<file path="src/rtl/mctl_pkg.sv">
package mctl_pkg;

   // Who is keeping the spindle turning
   typedef enum logic [1:0] {
      SRC_OFF  = 2'd0,
      SRC_HOST = 2'd1,
      SRC_DOOR = 2'd2
   } motor_src_e;

   // Milliseconds to clock cycles for a clock given in Hz
   function automatic int unsigned ms_to_cycles(input int unsigned clk_hz,
                                                input int unsigned ms);
      return (clk_hz / 1000) * ms;
   endfunction

   // Counter width able to hold the value n
   function automatic int unsigned width_for(input int unsigned n);
      return (n < 2) ? 1 : $clog2(n + 1);
   endfunction

endpackage

</file>
<file path="src/rtl/mctl_sync.sv">
module mctl_sync #(
   parameter int unsigned STAGES   = 2,
   parameter bit          EDGE_OUT = 1'b0
) (
   input  logic clk_i,
   input  logic rst_n_i,
   input  logic d_i,
   output logic q_o
);

   if (STAGES < 2) begin : g_bad_stages
      $error("mctl_sync: STAGES must be at least 2");
   end

   logic [STAGES-1:0] chain_q;

   always_ff @(posedge clk_i or negedge rst_n_i) begin
      if (!rst_n_i) begin
         chain_q <= '0;
      end else begin
         chain_q <= {chain_q[STAGES-2:0], d_i};
      end
   end

   if (EDGE_OUT) begin : g_edge
      logic prev_q;

      always_ff @(posedge clk_i or negedge rst_n_i) begin
         if (!rst_n_i) begin
            prev_q <= 1'b0;
         end else begin
            prev_q <= chain_q[STAGES-1];
         end
      end

      assign q_o = chain_q[STAGES-1] & ~prev_q;


      single_pulse_chk: assert property (@(posedge clk_i) disable iff (!rst_n_i)
         q_o |=> !q_o);
   end else begin : g_level
      assign q_o = chain_q[STAGES-1];
   end

endmodule

</file>
<file path="src/rtl/mctl_run_timer.sv">
module mctl_run_timer
   import mctl_pkg::*;
#(
   parameter int unsigned RUN_CYC = 40_000_000
) (
   input  logic clk_i,
   input  logic rst_n_i,
   input  logic trig_i,
   input  logic hold_i,
   output logic active_o
);

   localparam int unsigned CW = width_for(RUN_CYC);
   localparam logic [CW-1:0] LAST = CW'(RUN_CYC - 1);

   if (RUN_CYC < 1) begin : g_bad_run
      $error("mctl_run_timer: RUN_CYC must be at least 1");
   end

   logic          active_q;
   logic [CW-1:0] cnt_q;

   // The host request wins over the door event, and a new door event reloads
   always_ff @(posedge clk_i or negedge rst_n_i) begin
      if (!rst_n_i) begin
         active_q <= 1'b0;
         cnt_q    <= '0;
      end else if (hold_i) begin
         active_q <= 1'b0;
         cnt_q    <= '0;
      end else if (trig_i) begin
         active_q <= 1'b1;
         cnt_q    <= LAST;
      end else if (active_q) begin
         if (cnt_q == '0) begin
            active_q <= 1'b0;
         end else begin
            cnt_q <= cnt_q - 1'b1;
         end
      end
   end

   assign active_o = active_q;


   hold_cancels_chk: assert property (@(posedge clk_i) disable iff (!rst_n_i)
      hold_i |=> !active_q);


   trig_reload_chk: assert property (@(posedge clk_i) disable iff (!rst_n_i)
      (trig_i && !hold_i) |=> (active_q && cnt_q == LAST));


   expire_chk: assert property (@(posedge clk_i) disable iff (!rst_n_i)
      $fell(active_q) |-> ($past(hold_i) || $past(cnt_q) == '0));


   countdown_chk: assert property (@(posedge clk_i) disable iff (!rst_n_i)
      (active_q && !hold_i && !trig_i && cnt_q != '0)
         |=> (active_q && cnt_q == $past(cnt_q) - 1'b1));

endmodule

</file>
<file path="src/rtl/mctl_settle_timer.sv">
module mctl_settle_timer
   import mctl_pkg::*;
#(
   parameter int unsigned SETTLE_CYC = 2_000_000
) (
   input  logic clk_i,
   input  logic rst_n_i,
   input  logic run_i,
   output logic ready_o
);

   localparam int unsigned CW = width_for(SETTLE_CYC);
   localparam logic [CW-1:0] LIMIT = CW'(SETTLE_CYC);

   if (SETTLE_CYC < 1) begin : g_bad_settle
      $error("mctl_settle_timer: SETTLE_CYC must be at least 1");
   end

   logic [CW-1:0] cnt_q;

   // Counts cycles with the motor on, saturating at the limit
   always_ff @(posedge clk_i or negedge rst_n_i) begin
      if (!rst_n_i) begin
         cnt_q <= '0;
      end else if (!run_i) begin
         cnt_q <= '0;
      end else if (cnt_q != LIMIT) begin
         cnt_q <= cnt_q + 1'b1;
      end
   end

   assign ready_o = run_i && (cnt_q == LIMIT);


   cnt_bound_chk: assert property (@(posedge clk_i) disable iff (!rst_n_i)
      cnt_q <= LIMIT);


   restart_chk: assert property (@(posedge clk_i) disable iff (!rst_n_i)
      $rose(run_i) |-> (cnt_q == '0));


   ready_after_run_chk: assert property (@(posedge clk_i) disable iff (!rst_n_i)
      ready_o |-> $past(run_i));

endmodule

</file>
<file path="src/rtl/spindle_motor_timer.sv">
module spindle_motor_timer
   import mctl_pkg::*;
#(
   parameter int unsigned CLK_HZ      = 8_000_000,
   parameter int unsigned SETTLE_MS   = 250,
   parameter int unsigned RUN_MS      = 5000,
   parameter int unsigned SYNC_STAGES = 2
) (
   input  logic clk_i,
   input  logic rst_n_i,
   input  logic motor_on_n_i,
   input  logic door_closed_i,
   output logic motor_en_o,
   output logic spin_ready_o
);

   localparam int unsigned SETTLE_CYC = ms_to_cycles(CLK_HZ, SETTLE_MS);
   localparam int unsigned RUN_CYC    = ms_to_cycles(CLK_HZ, RUN_MS);

   if (CLK_HZ < 1000 || (CLK_HZ % 1000) != 0) begin : g_bad_clk
      $error("spindle_motor_timer: CLK_HZ must be a whole number of kHz");
   end
   if (SETTLE_MS < 1 || RUN_MS < 1) begin : g_bad_ms
      $error("spindle_motor_timer: windows must be at least 1 ms");
   end

   logic       host_on;
   logic       door_pulse;
   logic       run_active;
   motor_src_e src;

   mctl_sync #(
      .STAGES  (SYNC_STAGES),
      .EDGE_OUT(1'b0)
   ) host_sync_i (
      .clk_i  (clk_i),
      .rst_n_i(rst_n_i),
      .d_i    (~motor_on_n_i),
      .q_o    (host_on)
   );

   mctl_sync #(
      .STAGES  (SYNC_STAGES),
      .EDGE_OUT(1'b1)
   ) door_sync_i (
      .clk_i  (clk_i),
      .rst_n_i(rst_n_i),
      .d_i    (door_closed_i),
      .q_o    (door_pulse)
   );

   mctl_run_timer #(
      .RUN_CYC(RUN_CYC)
   ) run_tmr_i (
      .clk_i   (clk_i),
      .rst_n_i (rst_n_i),
      .trig_i  (door_pulse),
      .hold_i  (host_on),
      .active_o(run_active)
   );

   always_comb begin
      if (host_on) begin
         src = SRC_HOST;
      end else if (run_active) begin
         src = SRC_DOOR;
      end else begin
         src = SRC_OFF;
      end
   end

   assign motor_en_o = (src != SRC_OFF);

   mctl_settle_timer #(
      .SETTLE_CYC(SETTLE_CYC)
   ) settle_tmr_i (
      .clk_i  (clk_i),
      .rst_n_i(rst_n_i),
      .run_i  (motor_en_o),
      .ready_o(spin_ready_o)
   );


   ready_needs_motor_chk: assert property (@(posedge clk_i) disable iff (!rst_n_i)
      spin_ready_o |-> motor_en_o);


   not_ready_at_start_chk: assert property (@(posedge clk_i) disable iff (!rst_n_i)
      $rose(motor_en_o) |-> !spin_ready_o);


   door_ignored_chk: assert property (@(posedge clk_i) disable iff (!rst_n_i)
      (door_pulse && host_on) |=> !run_active);

endmodule

</file>
<file path="config.mk">
export PLATFORM = sky130hd
export DESIGN_NAME = spindle_motor_timer
export DESIGN_NICKNAME = d
export VERILOG_FILES = /design/src/rtl/mctl_pkg.sv /design/src/rtl/mctl_sync.sv /design/src/rtl/mctl_run_timer.sv /design/src/rtl/mctl_settle_timer.sv /design/src/rtl/spindle_motor_timer.sv
export SDC_FILE = /design/constraint.sdc
export NUM_CORES = 1
export LEC_CHECK = 0
export BUFFER_PORTS_ARGS = -buffer_cell sky130_fd_sc_hd__buf_2
export CAP_MARGIN = 10
export CELL_PAD_IN_SITES_DETAIL_PLACEMENT = 0
export CELL_PAD_IN_SITES_GLOBAL_PLACEMENT = 1
export CORE_MARGIN = 10
export CORE_UTILIZATION = 35
export CTS_BUF_LIST = sky130_fd_sc_hd__clkbuf_16
export CTS_CLUSTER_SIZE = 24
export DETAILED_ROUTE_END_ITERATION = 8
export MAX_ROUTING_LAYER = met4
export PLACE_DENSITY_LB_ADDON = 0.1
export SYNTH_ARGS = -nofsm -noshare
export SYNTH_HDL_FRONTEND = slang
export SYNTH_HIERARCHICAL = 1
export SYNTH_SLANG_ARGS = --single-unit
export TNS_END_PERCENT = 1
</file>
<file path="constraint.sdc">
create_clock -name clk_i -period 3 [get_ports clk_i]
set_clock_uncertainty 0.05 [all_clocks]
set_input_delay 0.6 -clock clk_i [delete_from_list [all_inputs] [get_ports clk_i]]
set_output_delay 0.6 -clock clk_i [all_outputs]
set_load 0.02 [all_outputs]
</file>
# Word level (Yosys, flattened, before mapping)
# Index checks and enable logic that the tools add are counted.
dict set report totals {
  ff_bits 53
  in_bits 4
  output_inout_bits 2
  word_cells 32
}
dict set report op_classes {
  addsub 2
  n_eq_ne 4
  muxes 12
  n_bitwise 3
  reduce_logical 5
}
# cell n
set ops {}
lappend ops {{$mux W26} 4}
lappend ops {{$mux W21} 2}
lappend ops {{$logic_not A26 Y1} 1}
lappend ops {{$sub A26 B1 Y26 const B} 1}
lappend ops {{$add A21 B1 Y21 const B} 1}
lappend ops {{$eq A21 B21 Y1 const B} 1}
lappend ops {{$ne A21 B21 Y1 const B} 1}
lappend ops {{$mux W1} 4}
lappend ops {{$mux W2} 2}
lappend ops {{$ne A3 B3 Y1 const B} 1}
lappend ops {{$reduce_bool A3 Y1} 1}
lappend ops {{$ne A2 B2 Y1 const B} 1}
lappend ops {{$not A1 Y1} 2}
lappend ops {{$reduce_and A2 Y1} 1}
lappend ops {{$reduce_bool A2 Y1} 1}
lappend ops {{$and A1 B1 Y1} 1}
lappend ops {{$logic_and A1 B1 Y1} 1}

# Logic depth before layout (Yosys ltp)
dict set report depth {
  depth_word 5
  depth_mapped 8
  depth_no_buf 7
}

# Cells and area by module
# Netlist, hierarchy kept.
# module instances cells_each area_per_inst_um2 seq_area_each_um2
set by_module_without_submodules {}
lappend by_module_without_submodules {mctl_run_timer 1 165 1625.3 675.6}
lappend by_module_without_submodules {mctl_settle_timer 1 118 1113.6 525.5}
lappend by_module_without_submodules {{mctl_sync (door_sync_i)} 1 4 88.8 75.1}
lappend by_module_without_submodules {{mctl_sync (host_sync_i)} 1 2 50.0 50.0}
lappend by_module_without_submodules {spindle_motor_timer 1 2 10.0 0.0}

# Worst setup path before layout
# OpenSTA, ideal clock, no wires.
dict set report synth_path {
  kind {reg2out}
  start {register settle_tmr_i.cnt_q[11]}
  end {output spin_ready_o}
  t_arrival_ps 1883
  required_ps 2350
  slack_ps 467
  stages_incl_launch_ff 4
  n_path_buf 0
  path_cell_list {dfrtp_1 -> or4_1 -> or4_4 -> nor3_1}
}
dict set report synth_via {
  elab_chain_len 2
}
# element line_no
set synth_lines {}
lappend synth_lines {{start: declaration} mctl_settle_timer.sv:19} ;# logic [CW-1:0] cnt_q;
lappend synth_lines {{start signal: assignment} mctl_settle_timer.sv:28} ;# cnt_q <= cnt_q + 1'b1;
lappend synth_lines {{$eq A21 B21 Y1} mctl_settle_timer.sv:32} ;# assign ready_o = run_i && (cnt_q == LIMIT);
lappend synth_lines {{$logic_and A1 B1 Y1} mctl_settle_timer.sv:32}
lappend synth_lines {{end: declaration} spindle_motor_timer.sv:14} ;# output logic spin_ready_o
# No other way between the ends.

# Worst setup path in the final report
# Same ends and word-level chain as after synthesis.

==> summary.md <==
| Metric | Value |
|---|---|
| Post-Synth Simple-Gate Area | `27.60%` |
| # Max-Cap Violations | `0` |
| Drt total wl | `6631 µm` |
| CTS max path bufs | `2` |
| Post-CTS Setup Bufs | `0` |
| Root buffer cell | `clkbuf_16` |
| Starting density of the core | `35.50%` |
| LEAKAGE | `0.001267 µW` |
| EDFF count, synth | `0` |
| Crit-path max FO | `6` |
| Final period util | `92.03%` |
| # H-tree levels | `2` |
| GRT Overall Usage | `11.38%` |
| Mux cell area share after synthesis | `0.6932%` |
| Xor/xnor cell area share of the yosys netlist | `5.763%` |
| Crit Path Class | `reg -> out` |
| Fmax | `362.2 MHz` |
| R2R Path End | `run_tmr_i/cnt_q[12]` |
| Post-route non-filler standard cell count | `406` |
| Fillers | `842` |
| Syn Nets | `298` |
| Post-DP HPWL | `4686 µm` |
| FFs w/ async S/R, synth | `100.0%` |
| Top_reg_cell synth | `dfrtp_1` |
| Die area | `0.01228 mm²` |
| CP max stage cell | `or4_4` |
| Vias | `2246` |
| Area occupied by multi-input gates | `0.001446 mm²` |
| Final setup violation count | `0` |
| R2R cell count | `7` |
| Drt drc | `0` |
| TritonRoute pass-1 iters | `4` |
| CP top delay family | `simple AND/OR/NAND/NOR gates` |
| FF+latch count, synth | `53` |
| First-pass GRT wire length | `11460 µm` |
| Number of nets in the layout | `307` |
| Flop-to-flop setup slack | `0.58 ns` |
| Share of cells above drive strength 1 | `11.30%` |
| Routed length per instance | `16.33 µm` |
| Rows | `33` |
| Cts hold-fix bufs | `0` |
| Top post-synthesis cells by count | `53 x dfrtp_1, 25 x a21oi_1, 22 x nor2_1` |
| Core ar. | `0.008134 mm²` |
| Worst slew pin tran | `0.5371 ns` |
| Status | `completed` |
| Gr ovfl total | `0` |
| Unique cell type count in the Yosys netlist | `53` |
| Total power | `1695 µW` |
| Synth top area share | `45.93%` |
| YS warnings | `6` |
| Die Y-Extent | `110.8 µm` |
| Compound-gate portion of the synthesized area | `14.73%` |
| Area leader, netlist | `dfrtp_1` |
| DRT antenna net count | `0` |
| CP Cell Sequence | `or4_1, or4_4, nor3_1, buf_2` |
| DR iter-0 viols | `104` |
| Clock slew seen by the registers of the worst setup and hold paths | `0.07 ns` |
| RSZ-0062 raised after global routing | `no` |
| Post-Route Setup TNS | `0 ns` |
| Initial antenna violation count | `0` |
| Slowest stage delay, CP | `0.52 ns` |
| Number of clock sinks | `53` |
| Count of input and output buffers | `5` |
| PD cells | `533.1 mW/mm²` |
| Flip-flop and latch area | `0.001326 mm²` |
| Largest cells by area after synthesis | `dfrtp_1 46%, a21oi_1 4.3%, xor2_1 3.6%` |
| I/O Pins | `6` |
| CTS Buf Count | `5` |
| Synth Instances | `291` |
| Synth Cell Area | `0.002888 mm²` |
| GP Congestion | `0.7818` |
| Register area share after synthesis | `45.93%` |
| ANT cells | `0` |
| Post-synthesis to final-layout area growth | `10.10%` |
| Via/cell ratio | `5.532` |
| Slew HR | `63.86%` |
| Buf/Inv on CP | `1` |
| Main combinational cell family by area after synthesis | `simple AND/OR/NAND/NOR gates` |
| Die Wd | `110.8 µm` |
| CP required | `2.35 ns` |
| Post_cts resized | `0` |
| Placed Cells incl. Taps | `398` |
| Pin count of the biggest net entering global routing | `22` |
| Fin. max-slew vios | `0` |
| Hold Vio Cnt, Final | `0` |
| Vias in the first global route | `2142` |
| Dominant cell by count in the synthesized netlist | `dfrtp_1` |
| Adder and majority gate portion of the synthesized area | `1.300%` |
| Data arrival, critical path | `2.11 ns` |
| Peak VDD IR | `252.4 µV` |
| Min Tclk post-route | `2.761 ns` |
| CTS tree | `done` |
| R2R Path Start | `run_tmr_i/cnt_q[0]` |
| CP Capture Type | `output port` |
| Crit path launch type | `register` |
| Synth Area per Inst | `9.924 µm²` |
| Hold/Removal Path Class | `in -> async` |
| Worst-Skew Late Latency | `0.30 ns` |
[sequential cells by signal, summed over array words and instances (netlist names)]
name / flops
door_sync_i/chain_q: 2
settle_tmr_i/cnt_q: 21
run_tmr_i/active_o: 1
host_sync_i/chain_q: 2
door_sync_i/g_edge.prev_q: 1
run_tmr_i/cnt_q: 26
[routing by layer]
layer	vias up	global-route usage [%]	wire length, µm
met4	0	3.559	78
met3	7	2.273	164
met1	1089	16.82	3647
li1	1123	-	-
met2	27	14.86	2741
met5	-	-	0
[layout make-up]
cell class	instances	share of cell area [%]
inverters	10	1.181
repair buffers	11	2.204
flip-flops and latches	53	41.72
clock buffers	5	3.935
multi-input cells	219	45.49
clock inverters	3	1.338
well taps	105	4.132
[how the worst max path moves through the flow]
stage	startpoint	end	slack (ns)	cells past startpoint
finish	settle_tmr_i/cnt_q[11]	spin_ready_o	0.24	4
global route	settle_tmr_i/cnt_q[11]	spin_ready_o	0.16	4
CTS	settle_tmr_i/cnt_q[11]	spin_ready_o	0.22	4
detailed placement	settle_tmr_i/cnt_q[11]	spin_ready_o	0.54	4
global placement	settle_tmr_i/cnt_q[11]	spin_ready_o	0.58	4
floorplan	settle_tmr_i/cnt_q[11]	spin_ready_o	0.47	3
[cell families (layout without fill, tap and decap cells)]
| group | after synthesis | count (layout) |
|---|---|---|
| adders and majority gates | 3 | 3 |
| AOI/OAI and AO/OA | 69 | 69 |
| DFF | 53 | 53 |
| xor gates and xnor gates | 19 | 19 |
| buffers and inverters | 19 | 29 |
| muxes | 2 | 2 |
| and+or+nand+nor | 126 | 126 |
[through the flow]
step	hold WS, ns	util (%)	area (µm²)	worst slack [ns]
6_report	0.2086	39.09	3179	0.2390
5_1_grt	0.2502	39.09	3179	0.1563
4_1_cts	0.2348	39.09	3179	0.2231
3_5_place_dp	0.2864	37.03	3012	0.5439
3_3_place_gp	0.2839	37.03	3012	0.5827
2_1_floorplan	0.2544	-	2888	0.4672
[layout by cell type (no fill, tap or decap), drive strengths merged, types with 3 or more instances in the layout]
| cell type | instances |
|---|---|
| nand4 | 8 |
| and4 | 5 |
| o31ai | 6 |
| xnor2 | 7 |
| buf | 11 |
| ha | 3 |
| o211ai | 5 |
| inv | 10 |
| nor4 | 8 |
| dfrtp | 53 |
| nand2 | 16 |
| a21oi | 25 |
| xor2 | 12 |
| or4 | 13 |
| or3 | 16 |
| nor3 | 13 |
| o21ai | 14 |
| nand3 | 10 |
| a31oi | 6 |
| nor2 | 22 |
| clkbuf | 5 |
[where the power goes]
group	internal, µW	switching (µW)
Combinational	91.0	142
Sequential	749	54.3
Clock	393	266
Note: power is estimated with default switching activity, not from simulation.
